File: src/rtl/dpwm_pkg.sv
package dpwm_pkg;
  localparam int unsigned DEF_BASE_W   = 8;
  localparam int unsigned DEF_FINE_W   = 6;
  localparam int unsigned DEF_PRESCALE = 2;

  typedef enum logic {
    SRC_PWM  = 1'b0,
    SRC_PORT = 1'b1
  } out_src_e;
endpackage

File: src/rtl/dpwm_tick_gen.sv
module dpwm_tick_gen #(
  parameter int unsigned PRESCALE = 2
) (
  input  logic clk,
  input  logic rst_n,
  input  logic run,
  output logic tick
);
  localparam int unsigned CW = (PRESCALE > 1) ? $clog2(PRESCALE) : 1;

  generate
    if (PRESCALE <= 1) begin : g_direct
      assign tick = run;
    end else begin : g_div
      localparam logic [CW-1:0] LAST = CW'(PRESCALE - 1);
      logic [CW-1:0] div_q;

      always_ff @(posedge clk) begin
        if (!rst_n)      div_q <= '0;
        else if (run)    div_q <= (div_q == LAST) ? '0 : div_q + 1'b1;
      end

      assign tick = run && (div_q == LAST);

      AST_TICK_GAP: assert property (@(posedge clk) disable iff (!rst_n)
        tick |=> !tick);
    end
  endgenerate
endmodule

File: src/rtl/dpwm_frame_ctr.sv
module dpwm_frame_ctr #(
  parameter int unsigned BASE_W = 8,
  parameter int unsigned FINE_W = 6
) (
  input  logic              clk,
  input  logic              rst_n,
  input  logic              run,
  input  logic              tick,
  output logic [BASE_W-1:0] slot,
  output logic [FINE_W-1:0] sub
);
  localparam logic [BASE_W-1:0] SLOT_LAST = '1;

  always_ff @(posedge clk) begin
    if (!rst_n) begin
      slot <= '0;
      sub  <= '0;
    end else if (tick) begin
      slot <= slot + 1'b1;
      if (slot == SLOT_LAST) sub <= sub + 1'b1;
    end
  end

  AST_FREEZE: assert property (@(posedge clk) disable iff (!rst_n)
    !run |=> ($stable(slot) && $stable(sub)));

  AST_SUB_STEP: assert property (@(posedge clk) disable iff (!rst_n)
    (tick && slot == SLOT_LAST) |=> (slot == '0));
endmodule

File: src/rtl/dpwm_value_latch.sv
module dpwm_value_latch #(
  parameter int unsigned BASE_W = 8,
  parameter int unsigned FINE_W = 6
) (
  input  logic              clk,
  input  logic              rst_n,
  input  logic              wr_hi,
  input  logic              wr_lo,
  input  logic [BASE_W-1:0] wdata,
  output logic [BASE_W-1:0] act_hi,
  output logic [FINE_W-1:0] act_lo
);
  logic [BASE_W-1:0] stage_hi;

  always_ff @(posedge clk) begin
    if (!rst_n) begin
      stage_hi <= '0;
      act_hi   <= '0;
      act_lo   <= '0;
    end else begin
      if (wr_hi) stage_hi <= wdata;
      if (wr_lo) begin
        act_hi <= stage_hi;
        act_lo <= wdata[FINE_W-1:0];
      end
    end
  end

  AST_HI_STAGED: assert property (@(posedge clk) disable iff (!rst_n)
    (wr_hi && !wr_lo) |=> ($stable(act_hi) && $stable(act_lo)));

  AST_LO_LOAD: assert property (@(posedge clk) disable iff (!rst_n)
    wr_lo |=> (act_lo == $past(wdata[FINE_W-1:0])));
endmodule

File: src/rtl/dpwm_dither_cmp.sv
module dpwm_dither_cmp #(
  parameter int unsigned BASE_W = 8,
  parameter int unsigned FINE_W = 6
) (
  input  logic [BASE_W-1:0] slot,
  input  logic [FINE_W-1:0] sub,
  input  logic [BASE_W-1:0] dh,
  input  logic [FINE_W-1:0] dl,
  output logic              high
);
  localparam logic [BASE_W:0] CAP = {1'b0, {BASE_W{1'b1}}};

  logic [FINE_W-1:0] hit;
  logic              ext;
  logic [BASE_W:0]   width_raw;
  logic [BASE_W:0]   width;

  for (genvar j = 0; j < FINE_W; j++) begin : g_hit
    localparam int unsigned P = FINE_W - 1 - j;
    if (P == 0) begin : g_lsb
      assign hit[j] = dl[j] && sub[0];
    end else begin : g_upper
      assign hit[j] = dl[j] && sub[P] && (sub[P-1:0] == '0);
    end
  end

  assign ext       = |hit;
  assign width_raw = {1'b0, dh} + {{BASE_W{1'b0}}, ext};
  assign width     = (width_raw > CAP) ? CAP : width_raw;
  assign high      = ({1'b0, slot} < width);
endmodule

File: src/rtl/dither_pwm_dac.sv
module dither_pwm_dac
  import dpwm_pkg::*;
#(
  parameter int unsigned BASE_W   = DEF_BASE_W,
  parameter int unsigned FINE_W   = DEF_FINE_W,
  parameter int unsigned PRESCALE = DEF_PRESCALE
) (
  input  logic                     clk,
  input  logic                     rst_n,
  input  logic                     wr_hi,
  input  logic                     wr_lo,
  input  logic [BASE_W-1:0]        wdata,
  output logic [BASE_W+FINE_W-1:0] rd_data,
  input  logic                     count_stop,
  input  logic                     pol_inv,
  input  logic                     out_sel,
  output logic                     da_out
);
  localparam logic [BASE_W-1:0] SLOT_LAST = '1;

  logic              run;
  logic              tick;
  logic [BASE_W-1:0] slot;
  logic [FINE_W-1:0] sub;
  logic [BASE_W-1:0] act_hi;
  logic [FINE_W-1:0] act_lo;
  logic              pwm_raw;
  out_src_e          src;

  assign run = !count_stop;
  assign src = out_src_e'(out_sel);

  dpwm_tick_gen #(.PRESCALE(PRESCALE)) u_tick (
    .clk(clk), .rst_n(rst_n), .run(run), .tick(tick)
  );

  dpwm_frame_ctr #(.BASE_W(BASE_W), .FINE_W(FINE_W)) u_ctr (
    .clk(clk), .rst_n(rst_n), .run(run), .tick(tick), .slot(slot), .sub(sub)
  );

  dpwm_value_latch #(.BASE_W(BASE_W), .FINE_W(FINE_W)) u_latch (
    .clk(clk), .rst_n(rst_n), .wr_hi(wr_hi), .wr_lo(wr_lo), .wdata(wdata),
    .act_hi(act_hi), .act_lo(act_lo)
  );

  dpwm_dither_cmp #(.BASE_W(BASE_W), .FINE_W(FINE_W)) u_cmp (
    .slot(slot), .sub(sub), .dh(act_hi), .dl(act_lo), .high(pwm_raw)
  );

  assign rd_data = {act_hi, act_lo};

  always_ff @(posedge clk) begin
    if (!rst_n)                 da_out <= 1'b0;
    else if (src == SRC_PORT)   da_out <= 1'b0;
    else                        da_out <= pwm_raw ^ pol_inv;
  end

  AST_NEVER_FULL: assert property (@(posedge clk) disable iff (!rst_n)
    (slot == SLOT_LAST) |-> !pwm_raw);

  AST_DESELECT_LOW: assert property (@(posedge clk) disable iff (!rst_n)
    out_sel |=> !da_out);
endmodule

File: config.mk
export PLATFORM = sky130hd
export DESIGN_NAME = dither_pwm_dac
export DESIGN_NICKNAME = d
export VERILOG_FILES = /design/src/rtl/dpwm_pkg.sv /design/src/rtl/dpwm_tick_gen.sv /design/src/rtl/dpwm_frame_ctr.sv /design/src/rtl/dpwm_value_latch.sv /design/src/rtl/dpwm_dither_cmp.sv /design/src/rtl/dither_pwm_dac.sv
export SDC_FILE = /design/constraint.sdc
export NUM_CORES = 1
export LEC_CHECK = 0
export BUFFER_PORTS_ARGS = -buffer_cell sky130_fd_sc_hd__buf_2
export CORE_ASPECT_RATIO = 1.2
export CORE_MARGIN = 3
export CORE_UTILIZATION = 45
export CTS_CLUSTER_DIAMETER = 120
export DETAILED_ROUTE_END_ITERATION = 8
export PLACE_DENSITY = 0.67
export SYNTH_ARGS = -nofsm -noshare
export SYNTH_HDL_FRONTEND = slang
export SYNTH_SLANG_ARGS = --single-unit
File: constraint.sdc
create_clock -name clk -period 3.8 [get_ports clk]
set_clock_uncertainty 0.2 [all_clocks]
set_input_delay 0.57 -clock clk [delete_from_list [all_inputs] [get_ports clk]]
set_output_delay 0.57 -clock clk [all_outputs]
set_load 0.02 [all_outputs]
==> metrics <==
Area Growth Syn to Fin=14.6%; Core ar.=4100 um^2; Synth top area share=0.384; full die area=5240 um^2; first-pass GRT wire length=6.85 mm; total number of vias=1471; CTS tree=done; Total GRT Usage=0.168; Antenna Cells=0; Post-Layout Cell Count=288; #FFs+latches synth=38; Crit. End Element=flip-flop; Post-synth ARST share=0; Mapped Cells=205; Antenna Nets Post-Route=0; worst ir drop on vdd=0.259 mV; setup violators final=0; Int Pwr=about 0.64 mW; Static Leak=0.992 nW; largest net degree at the start of global routing=39; IO Count=30; Crit. Startpoint=u_ctr.sub[4]; RR Startpoint=u_ctr.sub[4]; worst hold margin=between 200 and 250 ps; Distinct cells, synth=33; Comb power frac=0.093; post-synth top area cell=dfxtp_1; most numerous cell in the Yosys netlist=dfxtp_1; Flop pwr share=0.509; maximum clock path buffer count=2; vias in the first global route=between 1500 and 2000; PwrDens=368 nW/um^2; HP Start=out_sel; # hold bufs at CTS=0; Initial DRT Pass Iterations=4; sequential-to-total area share from yosys stat=0.384; WL final=3.72 mm; status=finished clean; Slew @ Worst Pin=511 ps; Clk pwr share=0.398; Final nets=260; kind of critical path=reg2reg; CTS clk-pin slew, worst paths=~70 ps; CTS Buf Count=5; max_slew headroom=0.660; sw frac=0.231; Arr. time, crit path=about 3000 ps; Post-synth EDFFs=0; Fmax=0.323 GHz; Psw=0.194 mW; htree depth=2; Tmin final=3090 ps; fin crit share=0.814; starting density of the core=0.484; Die X=66.6 um; Synth Area per Inst=9.67 um^2; FP Rows=25; Syn Std Cell Area=1980 um^2; MaxCap Viol Count=0; post_cts resized=0; Max FO, Critical Path=4; min-delay worst type=in2reg; number of post-CTS setup repair buffers=0; RSZ-0062 raised after global routing=no; Critical Path RT=3800 ps; gp weighted congestion=a little under 0.8; initial antenna violation count=0; height of the die=approximately 79 um; clock sinks=38; clk_lat worst skew=roughly 280 ps; metal3 WL=114 um; highest routed metal layer=met4; max-slew violation count=0; share of cells above drive strength 1=0.192; CTS root buf=clkbuf_8; Worst Setup Start Kind=flip-flop; synth warn=0; number of remaining DRC errors=0; most frequent cells after synthesis=dfxtp_1, nor2b_1, mux2i_1, nand2_1, ha_1; Hold Fails Final Rpt=0; Net Count, Synth=232; M1 wire length=1.77 mm; Avg WL per Cell=around 13 um; DR WL met2=about 1.8 mm; Buffers on Ports=29; grt total ovfl=0; hpwl dp=2.74 mm; Vias/cell=approximately 5.1; total negative slack=0 ps; DRT iter0 DRCs=43; main flop type after synthesis=dfxtp_1; placed insts=between 200 and 300; synth top area cells=dfxtp_1, mux2i_1, nor2b_1, ha_1, xnor2_1
kinds of logic after synthesis:
| family | after synthesis | synth area share |
|---|---|---|
| AOI/OAI and AO/OA | 18 | 0.0669 |
| xor gates and xnor gates | 14 | 0.0619 |
| adders and majority gates | 12 | 0.0758 |
| buffers and inverters | 11 | 0.0221 |
| DFF | 38 | 0.384 |
| muxes | 24 | 0.121 |
| and+or+nand+nor | 88 | 0.268 |
layer usage:
layer / global-route usage / vias to the layer above
li1: - / 764
met5: 0 / -
met1: 0.215 / 683
met4: 0.0610 / 0
met2: 0.270 / 20
met3: 0.0424 / 4
per-stage QoR:
stage	instance area, um^2	power [mW]	util	worst slack [ps]
6_report	2270	0.837	0.554	706
5_1_grt	2270	0.877	0.554	349
4_1_cts	2270	0.849	0.554	673
3_5_place_dp	2160	0.514	0.528	683
3_3_place_gp	2160	0.513	0.528	734
2_1_floorplan	1980	0.489	-	877
sequential cells by signal, indices dropped and copies added, names as in the netlist:
| register | cells |
|---|---|
| u_latch.act_lo | 6 |
| u_ctr.sub | 6 |
| u_latch.act_hi | 8 |
| u_tick.g_div.div_q | 1 |
| u_latch.stage_hi | 8 |
| u_ctr.slot | 8 |
| da_out | 1 |
worst max-delay path, stage by stage (launching register included):
cell	delay, ps
dfxtp_1	340
nand3b_1	160
a21oi_1	140
a21oi_1	50
o21ai_0	170
a21o_1	160
ha_1	190
nand4_2	170
nor3_4	280
nor2_1	80
ha_1	290
a21oi_1	160
o211a_1	190
o211ai_2	80
nand3b_1	90
nor4bb_1	240
final cells by class:
| cell class | count | area (um^2) |
|---|---|---|
| tap | 54 | 67.6 |
| timing repair buffer | 29 | 145 |
| inverter | 3 | 11.3 |
| sequential | 38 | 761 |
| fill | 391 | 1830 |
| clock buffer | 5 | 68.8 |
| clock inverter | 3 | 40.0 |
| multi-input combinational | 156 | 1180 |
layout by cell type (no fill, tap or decap):
cell type / count
a2111oi_4: 1
a21boi_0: 2
a21o_1: 1
a21oi_1: 4
and2_1: 9
and3_1: 2
and4_2: 1
buf_2: 29
bufinv_16: 1
clkbuf_8: 5
clkinv_2: 2
dfxtp_1: 38
ha_1: 12
inv_1: 3
mux2i_1: 24
nand2_1: 16
nand3_1: 8
nand3b_1: 3
nand4_1: 4
nand4_2: 2
nand4b_1: 1
nor2_1: 6
nor2b_1: 29
nor3_1: 1
nor3_2: 1
nor3_4: 1
nor3b_1: 1
nor4_2: 1
nor4bb_1: 1
o211a_1: 1
o211ai_2: 1
o21ai_0: 8
or3_1: 1
xnor2_1: 11
xor2_1: 3
final timing paths:
path | depth (start not counted) | slack (ps) | end
worst max-delay path | 15 | 710 | da_out
worst min-delay path | 2 | 230 | da_out
worst max register to register | 15 | 710 | da_out
worst min register to register | 2 | 320 | u_latch.stage_hi[7]
power by group through the flow:
stage | clock network (mW) | registers, mW | logic, mW
3_5_place_dp | 0 | 0.435 | 0.0792
5_1_grt | 0.360 | 0.428 | 0.0886
6_report | 0.333 | 0.425 | 0.0780
2_1_floorplan | 0 | 0.441 | 0.0483
4_1_cts | 0.345 | 0.426 | 0.0793
3_3_place_gp | 0 | 0.435 | 0.0783
Note: power is estimated with default switching activity, not from simulation.
